File: src/rtl/sem_pkg.sv
package sem_pkg;
   typedef enum logic [1:0] {
      ACC_NONE   = 2'd0,
      ACC_LOCK   = 2'd1,
      ACC_UNLOCK = 2'd2
   } sem_acc_e;
endpackage

File: src/rtl/sem_addr_dec.sv
module sem_addr_dec
   import sem_pkg::*;
#(
   parameter int              ADDR_W    = 20,
   parameter int              NUM_SEM   = 8,
   parameter logic [ADDR_W-1:0] BASE_ADDR = 20'h1C000,
   localparam int             IDX_W     = $clog2(NUM_SEM)
) (
   input  logic              valid,
   input  logic              write,
   input  logic [ADDR_W-1:0] addr,
   output sem_acc_e          kind,
   output logic [IDX_W-1:0]  idx
);
   localparam int WIN_BYTES = 8 * NUM_SEM;

   logic [ADDR_W-1:0] off;
   logic              in_win;

   always_comb begin
      off    = addr - BASE_ADDR;
      in_win = (addr >= BASE_ADDR) && (off < ADDR_W'(WIN_BYTES)) && (off[1:0] == 2'b00);
      idx    = off[3 +: IDX_W];
      kind   = ACC_NONE;
      if (valid && !write && in_win)
         kind = off[2] ? ACC_UNLOCK : ACC_LOCK;
   end
endmodule

File: src/rtl/sem_prio_arb.sv
module sem_prio_arb #(
   parameter int N = 2
) (
   input  logic         enable,
   input  logic [N-1:0] req,
   output logic [N-1:0] gnt
);
   always_comb begin
      logic found;
      found = 1'b0;
      gnt   = '0;
      for (int i = 0; i < N; i++) begin
         if (enable && req[i] && !found) begin
            gnt[i] = 1'b1;
            found  = 1'b1;
         end
      end
   end
endmodule

File: src/rtl/sem_cell.sv
module sem_cell #(
   parameter int NUM_REQ  = 2,
   parameter int OWNER_W  = 4,
   parameter bit OWNER_EN = 1'b1
) (
   input  logic                       clk,
   input  logic                       rst,
   input  logic [NUM_REQ-1:0]         lock_req,
   input  logic                       release_req,
   input  logic [NUM_REQ*OWNER_W-1:0] tags,
   output logic                       held,
   output logic [NUM_REQ-1:0]         gnt,
   output logic [OWNER_W-1:0]         owner
);
   logic any_gnt;

   sem_prio_arb #(.N(NUM_REQ)) u_arb (
      .enable (~held),
      .req    (lock_req),
      .gnt    (gnt)
   );

   assign any_gnt = |gnt;

   always_ff @(posedge clk) begin
      if (rst)
         held <= 1'b0;
      else if (any_gnt)
         held <= 1'b1;
      else if (release_req)
         held <= 1'b0;
   end

   generate
      if (OWNER_EN) begin : g_owner
         logic [OWNER_W-1:0] win_tag;
         logic [OWNER_W-1:0] owner_q;

         always_comb begin
            win_tag = '0;
            for (int r = 0; r < NUM_REQ; r++)
               if (gnt[r]) win_tag = tags[r*OWNER_W +: OWNER_W];
         end

         always_ff @(posedge clk) begin
            if (rst)
               owner_q <= '0;
            else if (any_gnt)
               owner_q <= win_tag;
            else if (release_req)
               owner_q <= '0;
         end
         assign owner = owner_q;
      end else begin : g_no_owner
         assign owner = '0;
      end
   endgenerate
endmodule

File: src/rtl/sem_bank.sv
module sem_bank
   import sem_pkg::*;
#(
   parameter int                NUM_SEM   = 8,
   parameter int                NUM_REQ   = 2,
   parameter int                ADDR_W    = 20,
   parameter int                DATA_W    = 32,
   parameter int                OWNER_W   = 4,
   parameter bit                OWNER_EN  = 1'b1,
   parameter logic [ADDR_W-1:0] BASE_ADDR = 20'h1C000
) (
   input  logic                       clk,
   input  logic                       rst,
   input  logic [NUM_REQ-1:0]         req_valid,
   input  logic [NUM_REQ-1:0]         req_write,
   input  logic [NUM_REQ*ADDR_W-1:0]  req_addr,
   input  logic [NUM_REQ*OWNER_W-1:0] req_tag,
   output logic [NUM_REQ-1:0]         rsp_valid,
   output logic [NUM_REQ*DATA_W-1:0]  rsp_rdata,
   output logic [NUM_SEM-1:0]         sem_held,
   output logic [NUM_SEM*OWNER_W-1:0] sem_owner
);
   localparam int IDX_W = $clog2(NUM_SEM);

   generate
      if (NUM_SEM < 2 || (NUM_SEM & (NUM_SEM - 1)) != 0) begin : g_bad_num_sem
         $error("sem_bank: NUM_SEM must be a power of two of at least 2");
      end
      if (NUM_REQ < 1 || DATA_W < 1 || OWNER_W < 1) begin : g_bad_width
         $error("sem_bank: NUM_REQ, DATA_W and OWNER_W must be positive");
      end
      if (BASE_ADDR[2:0] != 3'b000) begin : g_bad_base
         $error("sem_bank: BASE_ADDR must be 8-byte aligned");
      end
      if (ADDR_W < IDX_W + 3) begin : g_bad_addr_w
         $error("sem_bank: ADDR_W too narrow for the window");
      end
   endgenerate

   sem_acc_e           acc_kind [NUM_REQ];
   logic [IDX_W-1:0]   acc_idx  [NUM_REQ];
   logic [NUM_REQ-1:0] lock_req [NUM_SEM];
   logic [NUM_REQ-1:0] gnt_m    [NUM_SEM];
   logic [NUM_SEM-1:0] rel_req;
   logic [NUM_REQ-1:0] win;
   logic [NUM_REQ-1:0] rsp_valid_q;
   logic [NUM_REQ-1:0] rsp_win_q;

   genvar gr, gs;
   generate
      for (gr = 0; gr < NUM_REQ; gr++) begin : g_dec
         sem_addr_dec #(
            .ADDR_W    (ADDR_W),
            .NUM_SEM   (NUM_SEM),
            .BASE_ADDR (BASE_ADDR)
         ) u_dec (
            .valid (req_valid[gr]),
            .write (req_write[gr]),
            .addr  (req_addr[gr*ADDR_W +: ADDR_W]),
            .kind  (acc_kind[gr]),
            .idx   (acc_idx[gr])
         );
      end
   endgenerate

   always_comb begin
      for (int s = 0; s < NUM_SEM; s++) begin
         lock_req[s] = '0;
         rel_req[s]  = 1'b0;
         for (int r = 0; r < NUM_REQ; r++) begin
            if (acc_kind[r] == ACC_LOCK && acc_idx[r] == IDX_W'(s))
               lock_req[s][r] = 1'b1;
            if (acc_kind[r] == ACC_UNLOCK && acc_idx[r] == IDX_W'(s))
               rel_req[s] = 1'b1;
         end
      end
   end

   generate
      for (gs = 0; gs < NUM_SEM; gs++) begin : g_sem
         sem_cell #(
            .NUM_REQ  (NUM_REQ),
            .OWNER_W  (OWNER_W),
            .OWNER_EN (OWNER_EN)
         ) u_cell (
            .clk         (clk),
            .rst         (rst),
            .lock_req    (lock_req[gs]),
            .release_req (rel_req[gs]),
            .tags        (req_tag),
            .held        (sem_held[gs]),
            .gnt         (gnt_m[gs]),
            .owner       (sem_owner[gs*OWNER_W +: OWNER_W])
         );
      end
   endgenerate

   always_comb begin
      win = '0;
      for (int s = 0; s < NUM_SEM; s++)
         win = win | gnt_m[s];
   end

   always_ff @(posedge clk) begin
      if (rst) begin
         rsp_valid_q <= '0;
         rsp_win_q   <= '0;
      end else begin
         rsp_valid_q <= req_valid;
         rsp_win_q   <= win;
      end
   end

   assign rsp_valid = rsp_valid_q;

   always_comb begin
      for (int r = 0; r < NUM_REQ; r++)
         rsp_rdata[r*DATA_W +: DATA_W] = DATA_W'(rsp_win_q[r]);
   end
endmodule

File: config.mk
export PLATFORM = sky130hd
export DESIGN_NAME = sem_bank
export DESIGN_NICKNAME = d
export VERILOG_FILES = /design/src/rtl/sem_pkg.sv /design/src/rtl/sem_addr_dec.sv /design/src/rtl/sem_prio_arb.sv /design/src/rtl/sem_cell.sv /design/src/rtl/sem_bank.sv
export SDC_FILE = /design/constraint.sdc
export NUM_CORES = 1
export LEC_CHECK = 0
export ABC_AREA = 1
export BUFFER_PORTS_ARGS = -buffer_cell sky130_fd_sc_hd__buf_2
export CAP_MARGIN = 20
export CELL_PAD_IN_SITES_DETAIL_PLACEMENT = 1
export CELL_PAD_IN_SITES_GLOBAL_PLACEMENT = 2
export CORE_MARGIN = 2
export CORE_UTILIZATION = 25
export CTS_CLUSTER_DIAMETER = 40
export DETAILED_ROUTE_END_ITERATION = 8
export PLACE_DENSITY = 0.84
export SLEW_MARGIN = 20
export SYNTH_ARGS = -nofsm -noshare
export SYNTH_HDL_FRONTEND = slang
export SYNTH_SLANG_ARGS = --single-unit
File: constraint.sdc
create_clock -name clk -period 3.2 [get_ports clk]
set_clock_uncertainty 0.05 [all_clocks]
set_input_delay 0.16 -clock clk [delete_from_list [all_inputs] [get_ports clk]]
set_output_delay 0.16 -clock clk [all_outputs]
set_load 0.005 [all_outputs]
==> metrics.yaml <==
run_status:
  status: "finished, final reports clean"
sta:
  relSlewSlack_pct: 36.4
  setup_tns_ps: 0
  hold_viol_final: 0
  slew_viol_final: 0
  worst_pin_slew_ps: 948
  rsz0062_at_grt: "false"
  hold_ws_ps: 30.0
  min_period_ps: 1750
  clock.fmax_mhz: 573
  post-route-period-util_pct: 54.6
  setup_viol: 0
clock_network:
  cts_tree: "done"
  clk_latency_ps: 290
  root_buffer: "clkbuf_16"
  htree_levels: 2
  cts_hold_buf: 0
  cts_setup_buffers: 0
  cts_buffers: 5
  clock-sinks: 44
  cts_buffer_depth: 2
  path_clk_slew_ps: 70
  cts_resized: 0
logic_synthesis:
  syn_inst: 647
  synth-simple-area-share_pct: 55.0
  synth_compound_area_share_pct: 1.18
  avgSynthCellArea_sq_um: 5.88
  yosysWarningCount: 0
  synthAdderAreaFrac_pct: 0
  ys_seq_area_share_pct: 23.2
  yosysUniqueCellTypes: 22
  synth.cell_area_sq_um: 3800
  synth_top_family_by_area: "simple AND/OR/NAND/NOR gates"
  synth-seq-cells: 44
  synthMuxAreaShare_pct: 0
  synth_xor_area_share_pct: 0
drt:
  drc: 0
  wl_per_cell_microns: 15.2
  routed_via_density: 4.60
  first_iter_violations: 241
  wirelength_microns: 14000
  dr.pass1.iters: 4
  routed-via-count: 4236
  final_antenna_net_count: 0
setup_path:
  critPathTopFamily: "simple AND/OR/NAND/NOR gates"
  cp.required_ps: 3310
  path_cells: "buf_2 -> nor2_1 -> nand2_1 -> nor2_1 -> nand2_1 -> nor2_2 -> nand3_1 -> nand2_1 -> nand2_1 -> nor2_1 -> a21oi_1"
  crit_slowest_cell: "nor2_2"
  crit_top_cell: "nand2_1"
  slowest_delay_ps: 370
  crit_cells: 11
  worst-setup-path-type: "in -> reg"
  r2r_slack_ps: 1550
  critPathBufInv: 1
  cp-end-kind: "flop"
  critPathLaunchType: "input port"
  crit_arrival_ps: 1860
  crit_path_max_fanout: 8
  worst-r2r-cell-count: 6
finish:
  area_growth_syn_to_layout_pct: 14.3
  diodes: 0
  fin_nets: 785
  final_cell_area_sq_um: 4350
  drive_above_1_share_pct: 17.2
  utilization_pct: 28.9
power_and_ir_drop:
  power_mw: 1.22
  cellPowerDensity_nw_per_um2: 282
  peakVddDrop_mv: 0.175
  p_leak_nw: 2.36
grt:
  grt_max_degree: 34
  grt_overflow: 0
  grt_usage_pct: 17.5
  grt_pass1_wl_microns: 22300
  grt_pass1_vias: 4245
  antenna_found_initial: 0
floorplan:
  core_sq_um: 15000
  die_height_microns: 127
  top_level_ports: 160
  dieArea_sq_um: 16200
  rows: 45
  die_x_microns: 127
  start_util_pct: 25.3
place:
  dpl-instance-area_sq_um: 4200
  portBuffers: 97
  place.gp.congestion: 0.858
  dp_hpwl_microns: 10700
min_path:
  holdPathStages: 3
  hold_class: "in -> reg"
flow_run:
  max_cap_violations: 0
==> stage by stage <==
stage                     setup WS, ps  cells
final                             1450    920
after global routing              1220    920
after CTS                         1470    920
after detailed placement          1170    912
after global placement            1180    912
after floorplan                   1770    708
==> final cells by class <==
cell class,count,area (sq um)
Clock buffer,5,125
Clock inverter,3,18.8
Fill cell,2013,10700
Inverter,50,188
Multi-Input combinational cell,527,2370
Sequential cell,44,881
Tap cell,188,235
Timing Repair Buffer,103,531
==> cells in the final DEF, fill, tap and decap left out, drive strengths merged <==
| master | n |
|---|---|
| a21oi | 9 |
| clkbuf | 5 |
| inv | 49 |
| nor3 | 1 |
| nor3b | 3 |
| nand3b | 32 |
| nand4 | 48 |
| dfxtp | 44 |
| nand2 | 122 |
| nand3 | 52 |
| buf | 103 |
| clkinv | 4 |
| conb | 62 |
| nor2 | 198 |
==> power by group <==
group          leakage, nW  internal, mW  switching, mW
clock               0.0736         0.288          0.231
combinational         1.93        0.0395          0.117
sequential           0.355         0.549       0.000242
total                 2.36         0.876          0.348
==> synthesized netlist by cell type, drive strengths merged <==
library cell	number	area share, %
nor3b	3	1.2
nand4	48	8.2
conb	1	0.099
clkbuf	10	0.99
dfxtp	44	23
nor3	1	0.13
a21oi	9	1.2
buf	77	15
inv	50	4.9
nand3b	32	6.3
nand2	122	12
nand3	52	7.1
nor2	198	20
==> path summary, 6_finish.rpt <==
kind	end	startpoint
hold reg to reg	g_sem[1].u_cell.held$_SDFFE_PP0P_	g_sem[1].u_cell.held$_SDFFE_PP0P_
setup / recovery	rsp_win_q[1]$_SDFF_PP0_	req_addr[7]
hold / removal	rsp_valid[1]$_SDFF_PP0_	req_valid[1]
setup reg to reg	rsp_win_q[1]$_SDFF_PP0_	g_sem[4].u_cell.held$_SDFFE_PP0P_
==> logic make-up after synthesis <==
| kind of cell | after synthesis |
|---|---|
| compound gates | 9 |
| buf+inv | 137 |
| simple gates | 456 |
| other cells | 1 |
| flops | 44 |
==> flip-flops by register name, summed over array words and instances (netlist names) <==
register            cells
g_sem.u_cell.owner     32
g_sem.u_cell.held       8
rsp_valid               2
rsp_win_q               2
==> routing by layer <==
metal	share of wire [%]	vias up	wire [microns]	global-route usage (%)
met5	0	-	0	0
met2	47	130	6560	29.8
met4	2.2	0	312	5.82
met3	5.4	22	752	2.51
met1	46	1969	6370	22.6
li1	-	2115	-	-
==> worst reg2reg max path: cells and delay by family (launching register included) <==
family / cells / cell delay (ps)
simple gates: 5 / 1030
flops: 1 / 350
compound gates: 1 / 90
(Power assumes the default switching activity.)
